==> src/rtl/int_addsub_pkg.sv <==
package int_addsub_pkg;

    typedef enum logic [3:0] {
        OPC_ADD    = 4'd0,
        OPC_ADDC   = 4'd1,
        OPC_ADDE   = 4'd2,
        OPC_ADDME  = 4'd3,
        OPC_ADDZE  = 4'd4,
        OPC_SUBF   = 4'd5,
        OPC_SUBFE  = 4'd6,
        OPC_SUBFME = 4'd7,
        OPC_SUBFZE = 4'd8,
        OPC_SUBFIC = 4'd9
    } opc_e;

    // carry derivation rule selected by the operand router
    typedef enum logic [1:0] {
        CK_KEEP = 2'd0,   // carry flag passes through
        CK_LT   = 2'd1,   // res < ref, or k and res == ref
        CK_LE   = 2'd2,   // res <= ref
        CK_NZ   = 2'd3    // x != 0 or k (all-ones addend)
    } carry_rule_e;

    localparam int CR_W = 4;

endpackage

==> src/rtl/addsub_route.sv <==
module addsub_route
    import int_addsub_pkg::*;
#(
    parameter int W = 32
) (
    input  logic [3:0]   op,
    input  logic [W-1:0] a,
    input  logic [W-1:0] b,
    input  logic         ca_in,
    output logic [W-1:0] x,
    output logic [W-1:0] y,
    output logic         k,
    output logic [W-1:0] ref_op,
    output carry_rule_e  rule,
    output logic         oe_ok
);

    localparam logic [W-1:0] ONES = {W{1'b1}};
    localparam logic [W-1:0] ZERO = '0;

    always_comb begin
        x      = a;
        y      = b;
        k      = 1'b0;
        ref_op = a;
        rule   = CK_KEEP;
        oe_ok  = 1'b1;
        case (op)
            OPC_ADDC: begin
                rule = CK_LT;
            end
            OPC_ADDE: begin
                k    = ca_in;
                rule = CK_LT;
            end
            OPC_ADDME: begin
                y    = ONES;
                k    = ca_in;
                rule = CK_NZ;
            end
            OPC_ADDZE: begin
                y    = ZERO;
                k    = ca_in;
                rule = CK_LT;
            end
            OPC_SUBF: begin
                x = b;
                y = ~a;
                k = 1'b1;
            end
            OPC_SUBFE: begin
                x      = b;
                y      = ~a;
                k      = ca_in;
                ref_op = b;
                rule   = CK_LT;
            end
            OPC_SUBFME: begin
                x      = ~a;
                y      = ONES;
                k      = ca_in;
                ref_op = ~a;
                rule   = CK_NZ;
            end
            OPC_SUBFZE: begin
                x      = ~a;
                y      = ZERO;
                k      = ca_in;
                ref_op = ~a;
                rule   = CK_LT;
            end
            OPC_SUBFIC: begin
                x      = b;
                y      = ~a;
                k      = 1'b1;
                ref_op = b;
                rule   = CK_LE;
                oe_ok  = 1'b0;
            end
            default: begin
                // plain add: defaults already selected
            end
        endcase
    end

endmodule

==> src/rtl/addsub_carry.sv <==
module addsub_carry
    import int_addsub_pkg::*;
#(
    parameter int W = 32
) (
    input  carry_rule_e  rule,
    input  logic [W-1:0] x,
    input  logic [W-1:0] res,
    input  logic [W-1:0] ref_op,
    input  logic         k,
    input  logic         ca_in,
    output logic         ca_out
);

    logic below;
    logic equal;

    assign below = (res < ref_op);
    assign equal = (res == ref_op);

    always_comb begin
        unique case (rule)
            CK_LT:   ca_out = below | (k & equal);
            CK_LE:   ca_out = below | equal;
            CK_NZ:   ca_out = (|x) | k;
            default: ca_out = ca_in;
        endcase
    end

endmodule

==> src/rtl/addsub_flags.sv <==
module addsub_flags
    import int_addsub_pkg::*;
#(
    parameter int W = 32
) (
    input  logic [W-1:0]    x,
    input  logic [W-1:0]    y,
    input  logic [W-1:0]    res,
    input  logic            oe,
    input  logic            oe_ok,
    input  logic            rc,
    input  logic            ov_in,
    input  logic            so_in,
    input  logic            so_clr,
    output logic            ov_out,
    output logic            so_out,
    output logic [CR_W-1:0] cr_out
);

    localparam int MSB = W - 1;

    logic ov_raw;
    logic oe_eff;
    logic so_base;
    logic [2:0] sign_class;

    assign ov_raw  = (x[MSB] == y[MSB]) && (res[MSB] != x[MSB]);
    assign oe_eff  = oe & oe_ok;
    assign so_base = so_clr ? 1'b0 : so_in;

    assign ov_out = oe_eff ? ov_raw : ov_in;
    assign so_out = so_base | (oe_eff & ov_raw);

    always_comb begin
        if (res[MSB])
            sign_class = 3'b100;
        else if (|res)
            sign_class = 3'b010;
        else
            sign_class = 3'b001;
    end

    assign cr_out = rc ? {sign_class, so_out} : '0;

endmodule

==> src/rtl/int_addsub_unit.sv <==
module int_addsub_unit
    import int_addsub_pkg::*;
#(
    parameter int W = 32
) (
    input  logic [3:0]      op,
    input  logic [W-1:0]    a,
    input  logic [W-1:0]    b,
    input  logic            ca_in,
    input  logic            ov_in,
    input  logic            so_in,
    input  logic            so_clr,
    input  logic            oe,
    input  logic            rc,
    output logic [W-1:0]    res,
    output logic            ca_out,
    output logic            ov_out,
    output logic            so_out,
    output logic [CR_W-1:0] cr_out
);

    logic [W-1:0] x_s;
    logic [W-1:0] y_s;
    logic [W-1:0] ref_s;
    logic         k_s;
    logic         oe_ok_s;
    carry_rule_e  rule_s;

    addsub_route #(.W(W)) route_i (
        .op(op), .a(a), .b(b), .ca_in(ca_in),
        .x(x_s), .y(y_s), .k(k_s), .ref_op(ref_s),
        .rule(rule_s), .oe_ok(oe_ok_s)
    );

    assign res = x_s + y_s + {{(W-1){1'b0}}, k_s};

    addsub_carry #(.W(W)) carry_i (
        .rule(rule_s), .x(x_s), .res(res), .ref_op(ref_s),
        .k(k_s), .ca_in(ca_in), .ca_out(ca_out)
    );

    addsub_flags #(.W(W)) flags_i (
        .x(x_s), .y(y_s), .res(res), .oe(oe), .oe_ok(oe_ok_s),
        .rc(rc), .ov_in(ov_in), .so_in(so_in), .so_clr(so_clr),
        .ov_out(ov_out), .so_out(so_out), .cr_out(cr_out)
    );

    // checks between port inputs and the separately built outputs
    always_comb begin
        if (op == OPC_ADD || op == OPC_SUBF)
            a_r4_carry_held : assert (ca_out == ca_in);
        if (!oe)
            a_r6_flags_held : assert (ov_out == ov_in && so_out == (so_in & ~so_clr));
        if (so_in && !so_clr)
            a_r7_sticky : assert (so_out);
        if (rc)
            a_r8_one_class : assert ($countones(cr_out[3:1]) == 1 && cr_out[0] == so_out);
        if (rc && res == '0)
            a_r8_zero_class : assert (cr_out[1]);
        if (!rc)
            a_r9_no_record : assert (cr_out == '0);
    end

endmodule

==> config.mk <==
export PLATFORM = sky130hd
export DESIGN_NAME = int_addsub_unit
export DESIGN_NICKNAME = d
export VERILOG_FILES = /design/src/rtl/int_addsub_pkg.sv /design/src/rtl/addsub_route.sv /design/src/rtl/addsub_carry.sv /design/src/rtl/addsub_flags.sv /design/src/rtl/int_addsub_unit.sv
export SDC_FILE = /design/constraint.sdc
export NUM_CORES = 1
export LEC_CHECK = 0
export ABC_AREA = 1
export BUFFER_PORTS_ARGS = -buffer_cell sky130_fd_sc_hd__buf_2
export CORE_ASPECT_RATIO = 1.75
export CORE_UTILIZATION = 40
export DETAILED_ROUTE_END_ITERATION = 16
export GPL_TIMING_DRIVEN = 0
export PLACE_DENSITY = 0.59
export RECOVER_POWER = 25
export SETUP_SLACK_MARGIN = 0.02
export SYNTH_ARGS = -nofsm -noshare
export SYNTH_HDL_FRONTEND = slang
export SYNTH_HIERARCHICAL = 1
export SYNTH_SLANG_ARGS = --single-unit
export TNS_END_PERCENT = 1
==> constraint.sdc <==
create_clock -name vclk -period 4.4
set_clock_uncertainty 0.2 [all_clocks]
set_input_delay 0 -clock vclk [all_inputs]
set_output_delay 0 -clock vclk [all_outputs]
set_load 0.005 [all_outputs]
== Word-level counts from Yosys, hierarchy flattened ==
Index checks and enable logic that the tools add are counted.
W data, S select, Z words.

* Output and inout port bits: 39
* Word-level logic and storage cells: 49
* Flip-flop bits (word level): 0
* Input port bits: 74

* Reduce and logical (&&, ||, !) cells: 11
* Add/subtract/negate cells: 2
* Muxes and demuxes: 12
* Bitwise operators: 8
* Eq/ne operators: 15
* $lt $le $gt $ge: 1

{| class="wikitable"
|+ Operators with widths
! operator !! number
|-
| $pmux W32 S2 || 2
|-
| $pmux W32 S3 || 1
|-
| $reduce_or A32 Y1 || 2
|-
| $add A32 B1 Y32 || 1
|-
| $add A32 B32 Y32 || 1
|-
| $eq A32 B32 Y1 || 1
|-
| $lt A32 B32 Y1 || 1
|-
| $not A32 Y32 || 1
|-
| $eq A4 B3 Y1 const B || 4
|-
| $reduce_or A2 Y1 || 5
|-
| $eq A4 B2 Y1 const B || 2
|-
| $eq A4 B4 Y1 const B || 2
|-
| $pmux W2 S3 || 1
|-
| $reduce_or A6 Y1 || 1
|-
| $reduce_or A5 Y1 || 1
|-
| $eq A2 B2 Y1 const B || 2
|-
| $eq A4 B1 Y1 const B || 1
|-
| $mux W4 || 1
|-
| $or A1 B1 Y1 || 4
|-
| $and A1 B1 Y1 || 3
|-
| $mux W1 || 3
|-
| $mux W3 || 1
|-
| $pmux W1 S3 || 1
|-
| $reduce_or A3 Y1 || 1
|-
| other kinds (6) || 6
|}

== Longest topological paths before layout ==
Gate-level depths: netlist of run 1.

* Word-level depth: 10
* Gate-level depth with buffers: 33
* Mapped depth without buffers: 31

== By module ==
The synthesis of run 1 kept the hierarchy.

{| class="wikitable"
|+ By module, submodules not included
! module !! times used !! cells an instance !! seq. area each (um^2) !! area each (um^2)
|-
| int_addsub_unit || 1 || 491 || 0.0 || 2372.3
|-
| addsub_route || 1 || 481 || 0.0 || 2025.7
|-
| addsub_carry || 1 || 171 || 0.0 || 1046.0
|-
| addsub_flags || 1 || 48 || 0.0 || 210.2
|}

== Least setup slack after synthesis of run 1 ==
OpenSTA, ideal clock, no wires.

* Kind: input -> output
* From: input op[3]
* To: output ca_out
* Buffers on the path: 2
* Data arrival time: 3.357 ns
* Required time: 4.200 ns
* Stages on the path: 31
* Setup slack: 0.843 ns
* Cell sequence: inv_2 nor2_2 nand2_2 nand3_2 buf_6 buf_4 nand2_1 nand2_1 inv_1 nand2_1 fa_1 fa_1 nand3_1 nand3_2 nand2_1 nand2_2 nand2_2 nand2_2 nand2_1 nand2_1 nand2_1 nand2_1 ha_1 nand2_1 nor2_4 nand4_2 nor2_2 o2111ai_1 nand2_1 nand2_1 a21oi_2

* Cells in the longest elaborated chain, start to end: 9
* Elaborated cells between the ends (all ways): 35
* Those cells by class: add/sub: 2; order compare: 1; eq/ne: 13; mux: 6; bitwise: 4; reduce/logical: 9

{| class="wikitable"
|+ RTL lines
! element !! RTL line !! source
|-
| start, declared || int_addsub_unit.sv:6 || <nowiki>input logic [3:0] op,</nowiki>
|-
| $eq A4 B3 Y1 / $eq A4 B4 Y1 (equally long branches) || addsub_route.sv:28 || <nowiki>case (op)</nowiki>
|-
| $reduce_or A3 Y1 (no source line) / $reduce_or A2 Y1 (equally long branches) || -- ||
|-
| $pmux W32 S2 * || addsub_route.sv:28 ||
|-
| via x_s[0] || int_addsub_unit.sv:22 || <nowiki>logic [W-1:0] x_s;</nowiki>
|-
| $add A32 B32 Y32 * || int_addsub_unit.sv:35 || <nowiki>assign res = x_s + y_s + {{(W-1){1'b0}}, k_s};</nowiki>
|-
| $add A32 B1 Y32 * || int_addsub_unit.sv:35 ||
|-
| via res[20] || int_addsub_unit.sv:15 || <nowiki>output logic [W-1:0] res,</nowiki>
|-
| parallel branches: the longest is 3 deep, another holds $lt A32 B32 Y1 || -- ||
|-
| $pmux W1 S3 * || addsub_carry.sv:22 || <nowiki>unique case (rule)</nowiki>
|-
| end, declared || int_addsub_unit.sv:16 || <nowiki>output logic ca_out,</nowiki>
|}

Mark *: on every way through the listed nets, which the timed path passes.

== Final worst setup path of run 1 ==
* From: input op[0]
* To: output ca_out

* Elaborated cells between the ends (all ways): 35
* Those cells by class: add/sub: 2; order compare: 1; eq/ne: 13; mux: 6; bitwise: 4; reduce/logical: 9

{| class="wikitable"
|+ RTL lines
! element !! RTL line !! source
|-
| $eq A4 B2 Y1 (tied with other cells) || addsub_route.sv:28 ||
|-
| $reduce_or A6 Y1 (no source line) / $reduce_or A2 Y1 (equally long branches) || -- ||
|-
| $pmux W1 S2 * || addsub_route.sv:28 ||
|-
| via k_s || int_addsub_unit.sv:25 || <nowiki>logic k_s;</nowiki>
|-
| parallel branches: the longest is 4 deep, another holds $add A32 B1 Y32 || -- ||
|-
| $pmux W1 S3 * || addsub_carry.sv:22 ||
|}

Marks and branches as above.

==> results of run 1 <==
==> kinds of logic after synthesis <==
kind of cell    Yosys count  synth area share (%)
fa+ha+maj                67                  15.1
buf+inv                 258                  18.2
compound gates           80                  7.79
xor+xnor                 16                  2.48
simple gates            770                  56.5
==> cells in the mapped netlist (4+ instances only) <==
cell	count
a21oi_1	65
buf_2	18
buf_4	4
ha_1	65
inv_1	221
inv_2	8
nand2_1	551
nand2_2	16
nand3_1	89
nand3_2	6
nand4_1	5
nor2_1	76
nor2_2	7
nor3_1	5
nor4_1	6
xor2_1	15
==> routing by layer <==
layer  vias to the layer above  part of all wire [%]  GRT usage (%)
met3                       100                   4.5           1.00
met5                         -                     0              0
met1                      3290                    35           30.5
met4                         0                   9.7           25.1
li1                       3871                     -              -
met2                       276                    51           58.9
==> worst max-delay path: cells and delay by family <==
kind	cells	cell delay, ns
buffers and inverters	5	0.67
adder cells (fa/ha/maj)	3	1.07
AO/OA/AOI/OAI	3	0.53
AND/OR/NAND/NOR	19	1.74
==> placed cells by master, fill, tap and decap left out, drive strengths merged <==
master   count
buf        142
a21o         2
o21bai       3
clkinv       1
inv        229
xnor2        1
a21boi       1
xor2        15
o21a         1
o2111ai      2
a21oi       67
fa           2
nor4         6
clkbuf      10
nor2        86
nand3       95
o21ai        4
nand2      567
nor3         8
nand4        7
and3         1
ha          65
==> worst paths after layout <==
| check | start | end | slack (ns) |
|---|---|---|---|
| min | ov_in | ov_out | 0.07 |
| max | op[0] | ca_out | 0.17 |
==> timing repair <==
| action | CTS | global route |
|---|---|---|
| buffers inserted | 5 | 6 |
| endpoints found under the hold margin | 0 | 0 |
| resized for setup | 10 | 26 |
| pin swaps | 4 | 8 |
| setup endpoints to repair | 1 | 1 |
==> cell type report <==
type                            count  area [um2]
Buffer                             28         193
Multi-Input combinational cell    933        4730
Tap cell                          177         221
Inverter                          230         863
Fill cell                        1633        7180
Timing Repair Buffer              124         646
==> power breakdown <==
| group | internal, mW | switching [mW] | total [mW] |
|---|---|---|---|
| Clock | 0 | 0 | 0 |
| Sequential | 0 | 0 | 0 |
| Combinational | 0.679 | 1.21 | 1.89 |
| Total | 0.679 | 1.21 | 1.89 |
==> run_results.csv, run 1 <==
group,metric,value,unit
run_status,status,"finished clean",
cells_and_area,finish.utilization,48.1,%
synth,synth_area_leaders,"nand2_1 37%, inv_1 15%, ha_1 14%, nand3_1 7.9%, a21oi_1 5.8%",
timing,period_share,96.2,%
cells_and_area,diodes,0,
worst_hold_path,hold-path-cell-count,4,
global_routing,antenna_found_initial,0,
place,hpwl,19600,um
floorplanning,row_count,57,
synth,ys_types,34,
floorplanning,coreArea,13800,um2
drt,drt-total-wl,23100,um
flow_run,cap_viol_max_count,0,
cells_and_area,postLayoutCellArea,6650,um2
floorplanning,fp.dieW,91.9,um
power,total_power,1.89,mW
synth,ys_seq_area_share,0,%
timing,max_freq,236,MHz
synth,syn_nets,1332,
global_routing,first_global_vias,7170,
setup_path,cp-start-kind,"input pin",
place,port_buffers,113,
timing,worst_pin_slew,0.564,ns
global_routing,grt_pass1_wl,35600,um
drt,drt_iter0_drc,338,
floorplanning,die_h,159,um
timing,holdWs,0.0689,ns
synth,synth_top_area_cell,"nand2_1",
drt,via_per_inst,5.05,
floorplanning,dieArea,14600,um2
global_routing,grt_use_total,31.0,%
synth,synth_area,5650,um2
setup_path,path_common_cell,"nand2_1",
timing,final.min_clock_period,4.23,ns
drt,drc,0,
power,p_leak,4.48,nW
cells_and_area,drive_gt1_share,16.4,%
timing,slew_headroom,62.4,%
drt,vias,7537,
synth,ys_warn_count,6,
floorplanning,io_pins,113,
power,vdd_drop_max,0.000178,V
setup_path,crit_slowest_cell,"fa_2",
setup_path,crit_type,"input pin to output port",
power,pwr_density_cell,285,nW/um2
timing,setup-tns-final,0,ns
cts,hold_buffers,0,
worst_hold_path,hold_class,"input pin to output port",
setup_path,required,4.20,ns
drt,wire_per_inst,15.5,um
place,preCtsSetupSlack,-0.354,ns
global_routing,overflow,0,
synth,syn_inst,1191,
cells_and_area,final_nets,1458,
timing,hold_viol_final,0,
global_routing,grt_max_degree,11,
cells_and_area,finalNonFillerCells,1492,
synth,yosysTopAreaCellShare,36.6,%
place,placed_cell_area,6440,um2
cells_and_area,regArea,0,um2
setup_path,end_kind,"output port",
timing,setup_violations,0,
setup_path,critPathMaxFanout,10,
cells_and_area,nFlopsAndLatches,0,
drt,drt-pass1-iter-count,7,
timing,fin_ws,0.168,ns
place,placedCellCount,1481,
timing,slew_violations,0,
place,routabilityCongestion,0.982,
drt,ant_nets,0,
setup_path,cpPeakStageDelay,0.39,ns
setup_path,crit_arrival,4.03,ns
synth,postSynthAreaPerCell,4.75,um2
cells_and_area,n_clock_buffer,0,
cells_and_area,synthToLayoutAreaGrowth,17.7,%
floorplanning,start_util,40.9,%
Power figures use the tool's default switching activity.
==> run 2: changes to the inputs <==
--- a/constraint.sdc
+++ b/constraint.sdc
@@ -4,2 +4,2 @@
 set_output_delay 0 -clock vclk [all_outputs]
-set_load 0.005 [all_outputs]
+set_load 0.05 [all_outputs]
==> run 2 against run 1 <==
Net effect: clock-buffer cell count unchanged; sequential share of layout area stayed put; worst hold slack improved by 0.12 ns; critical path depth is 3 higher; setup slack better by 0.016 ns; core utilization grew 0.14 points; largest cell class unchanged.
==> run_results.csv, run 2 (synthesis results as in run 1) <==
group,metric,value,unit
run_status,status,"finished clean",
setup_path,path_common_cell,"nand2_1",
drt,drc,0,
cells_and_area,postLayoutCellArea,6670,um2
cells_and_area,regArea,0,um2
floorplanning,start_util,40.9,%
cells_and_area,final_cell_mix,"532 x nand2_1, 221 x inv_1, 113 x buf_2, 89 x nand3_1, 76 x nor2_1",
timing,rsz0062_at_grt,"no",
timing,slew_headroom,59.6,%
power,switching_power,1.73,mW
timing,period_share,95.8,%
setup_path,required,4.20,ns
setup_path,crit_type,"input pin to output port",
cells_and_area,multiInputGateArea,4780,um2
place,placedCellCount,1481,
place,routabilityCongestion,0.957,
place,placed_cell_area,6470,um2
cells_and_area,drive_gt1_share,16.7,%
place,port_buffers,113,
power,p_seq_share,0,%
setup_path,cpPeakStageDelay,0.41,ns
global_routing,grt_use_total,31.5,%
setup_path,crit_slowest_cell,"fa_2",
power,p_leak,4.48,nW
drt,drt-pass1-iter-count,6,
setup_path,end_kind,"output port",
global_routing,first_global_vias,7217,
power,vdd_drop_max,0.000245,V
drt,wire_per_inst,15.6,um
global_routing,overflow,0,
cells_and_area,finalNonFillerCells,1489,
cells_and_area,synthToLayoutAreaGrowth,18.0,%
floorplanning,fp.dieW,91.9,um
cells_and_area,final_nets,1454,
timing,hold_viol_final,0,
cells_and_area,finish.utilization,48.2,%
floorplanning,coreArea,13800,um2
worst_hold_path,whs_endpoint,"ov_out",
global_routing,grt_pass1_wl,36000,um
power,pwr_density_cell,361,nW/um2
timing,worst_pin_slew,0.609,ns
flow_run,cap_viol_max_count,0,
cells_and_area,n_clock_buffer,0,
floorplanning,dieArea,14600,um2
timing,setup_violations,0,
floorplanning,die_h,159,um
global_routing,grt_max_degree,11,
cells_and_area,fillers,1689,
power,p_clk_share,0,%
drt,drt-total-wl,23200,um
place,hpwl,19800,um
timing,setup-tns-final,0,ns
timing,final.min_clock_period,4.22,ns
setup_path,cp-start-kind,"input pin",
floorplanning,row_count,57,
power,p_int,0.676,mW
worst_hold_path,hold_class,"input pin to output port",
drt,via_per_inst,5.06,
cts,hold_buffers,0,
setup_path,crit_arrival,4.02,ns
timing,slew_violations,0,
worst_hold_path,hold-path-cell-count,4,
power,total_power,2.41,mW
drt,drt_iter0_drc,358,
drt,ant_nets,0,
power,switching_share,71.9,%
timing,max_freq,237,MHz
worst_hold_path,hp-start,"ov_in",
drt,vias,7540,
global_routing,antenna_found_initial,1,
floorplanning,io_pins,113,
cells_and_area,final_common_cell,"nand2_1",
power,power_frac_comb,100.0,%
cells_and_area,nFlopsAndLatches,0,
setup_path,critPathMaxFanout,10,
run 2: per-stage QoR:
stage / setup slack (ns) / hold WS (ns)
2_1_floorplan: 0.0679 / 0.000452
3_3_place_gp: -0.483 / 0.186
3_5_place_dp: -0.531 / 0.188
4_1_cts: 0.0390 / 0.190
5_1_grt: 0.00475 / 0.220
6_report: 0.184 / 0.193
run 2: worst max path at each step:
stage / start / end / cells past startpoint
finish: op[0] / ca_out / 33
global route: op[0] / ca_out / 33
CTS: op[0] / ca_out / 33
detailed placement: op[3] / ca_out / 31
floorplan: op[3] / ca_out / 31
global placement: op[3] / ca_out / 31
run 2: what timing repair did:
item / CTS / global route
gates resized for setup: 12 / 42
endpoints found under the hold margin: 0 / 0
setup endpoints to repair: 1 / 1
pin swaps: 5 / 5
setup buffers: 7 / 1
run 2: routing by layer:
layer / wire length, um / up-vias / GRT usage, %
met5: 0 / - / 0
met4: 2010 / 0 / 22.2
met3: 1070 / 88 / 0.955
met2: 12100 / 285 / 60.7
met1: 8100 / 3306 / 31.6
li1: - / 3861 / -
run 2: final cells by class:
class | instances | area share, %
diodes | 1 | 0.0375
plain buffers | 27 | 2.81
inverters | 230 | 12.9
multi-input cells | 933 | 71.6
well taps | 177 | 3.32
repair buffers | 121 | 9.30
run 2: power by group through the flow:
stage	combinational, mW	clock, mW	sequential (mW)
after floorplan	1.72	0	0
after global placement	2.32	0	0
after detailed placement	2.33	0	0
after CTS	2.36	0	0
after global routing	2.62	0.0000000304	0
final	2.41	0.0000000304	0
run 2: critical path, delay by kind of cell:
kind / cells / cell delay, ns
adders and majority gates: 3 / 1.10
and+or+nand+nor: 20 / 1.58
AOI/OAI and AO/OA: 2 / 0.35
buffers and inverters: 8 / 0.98
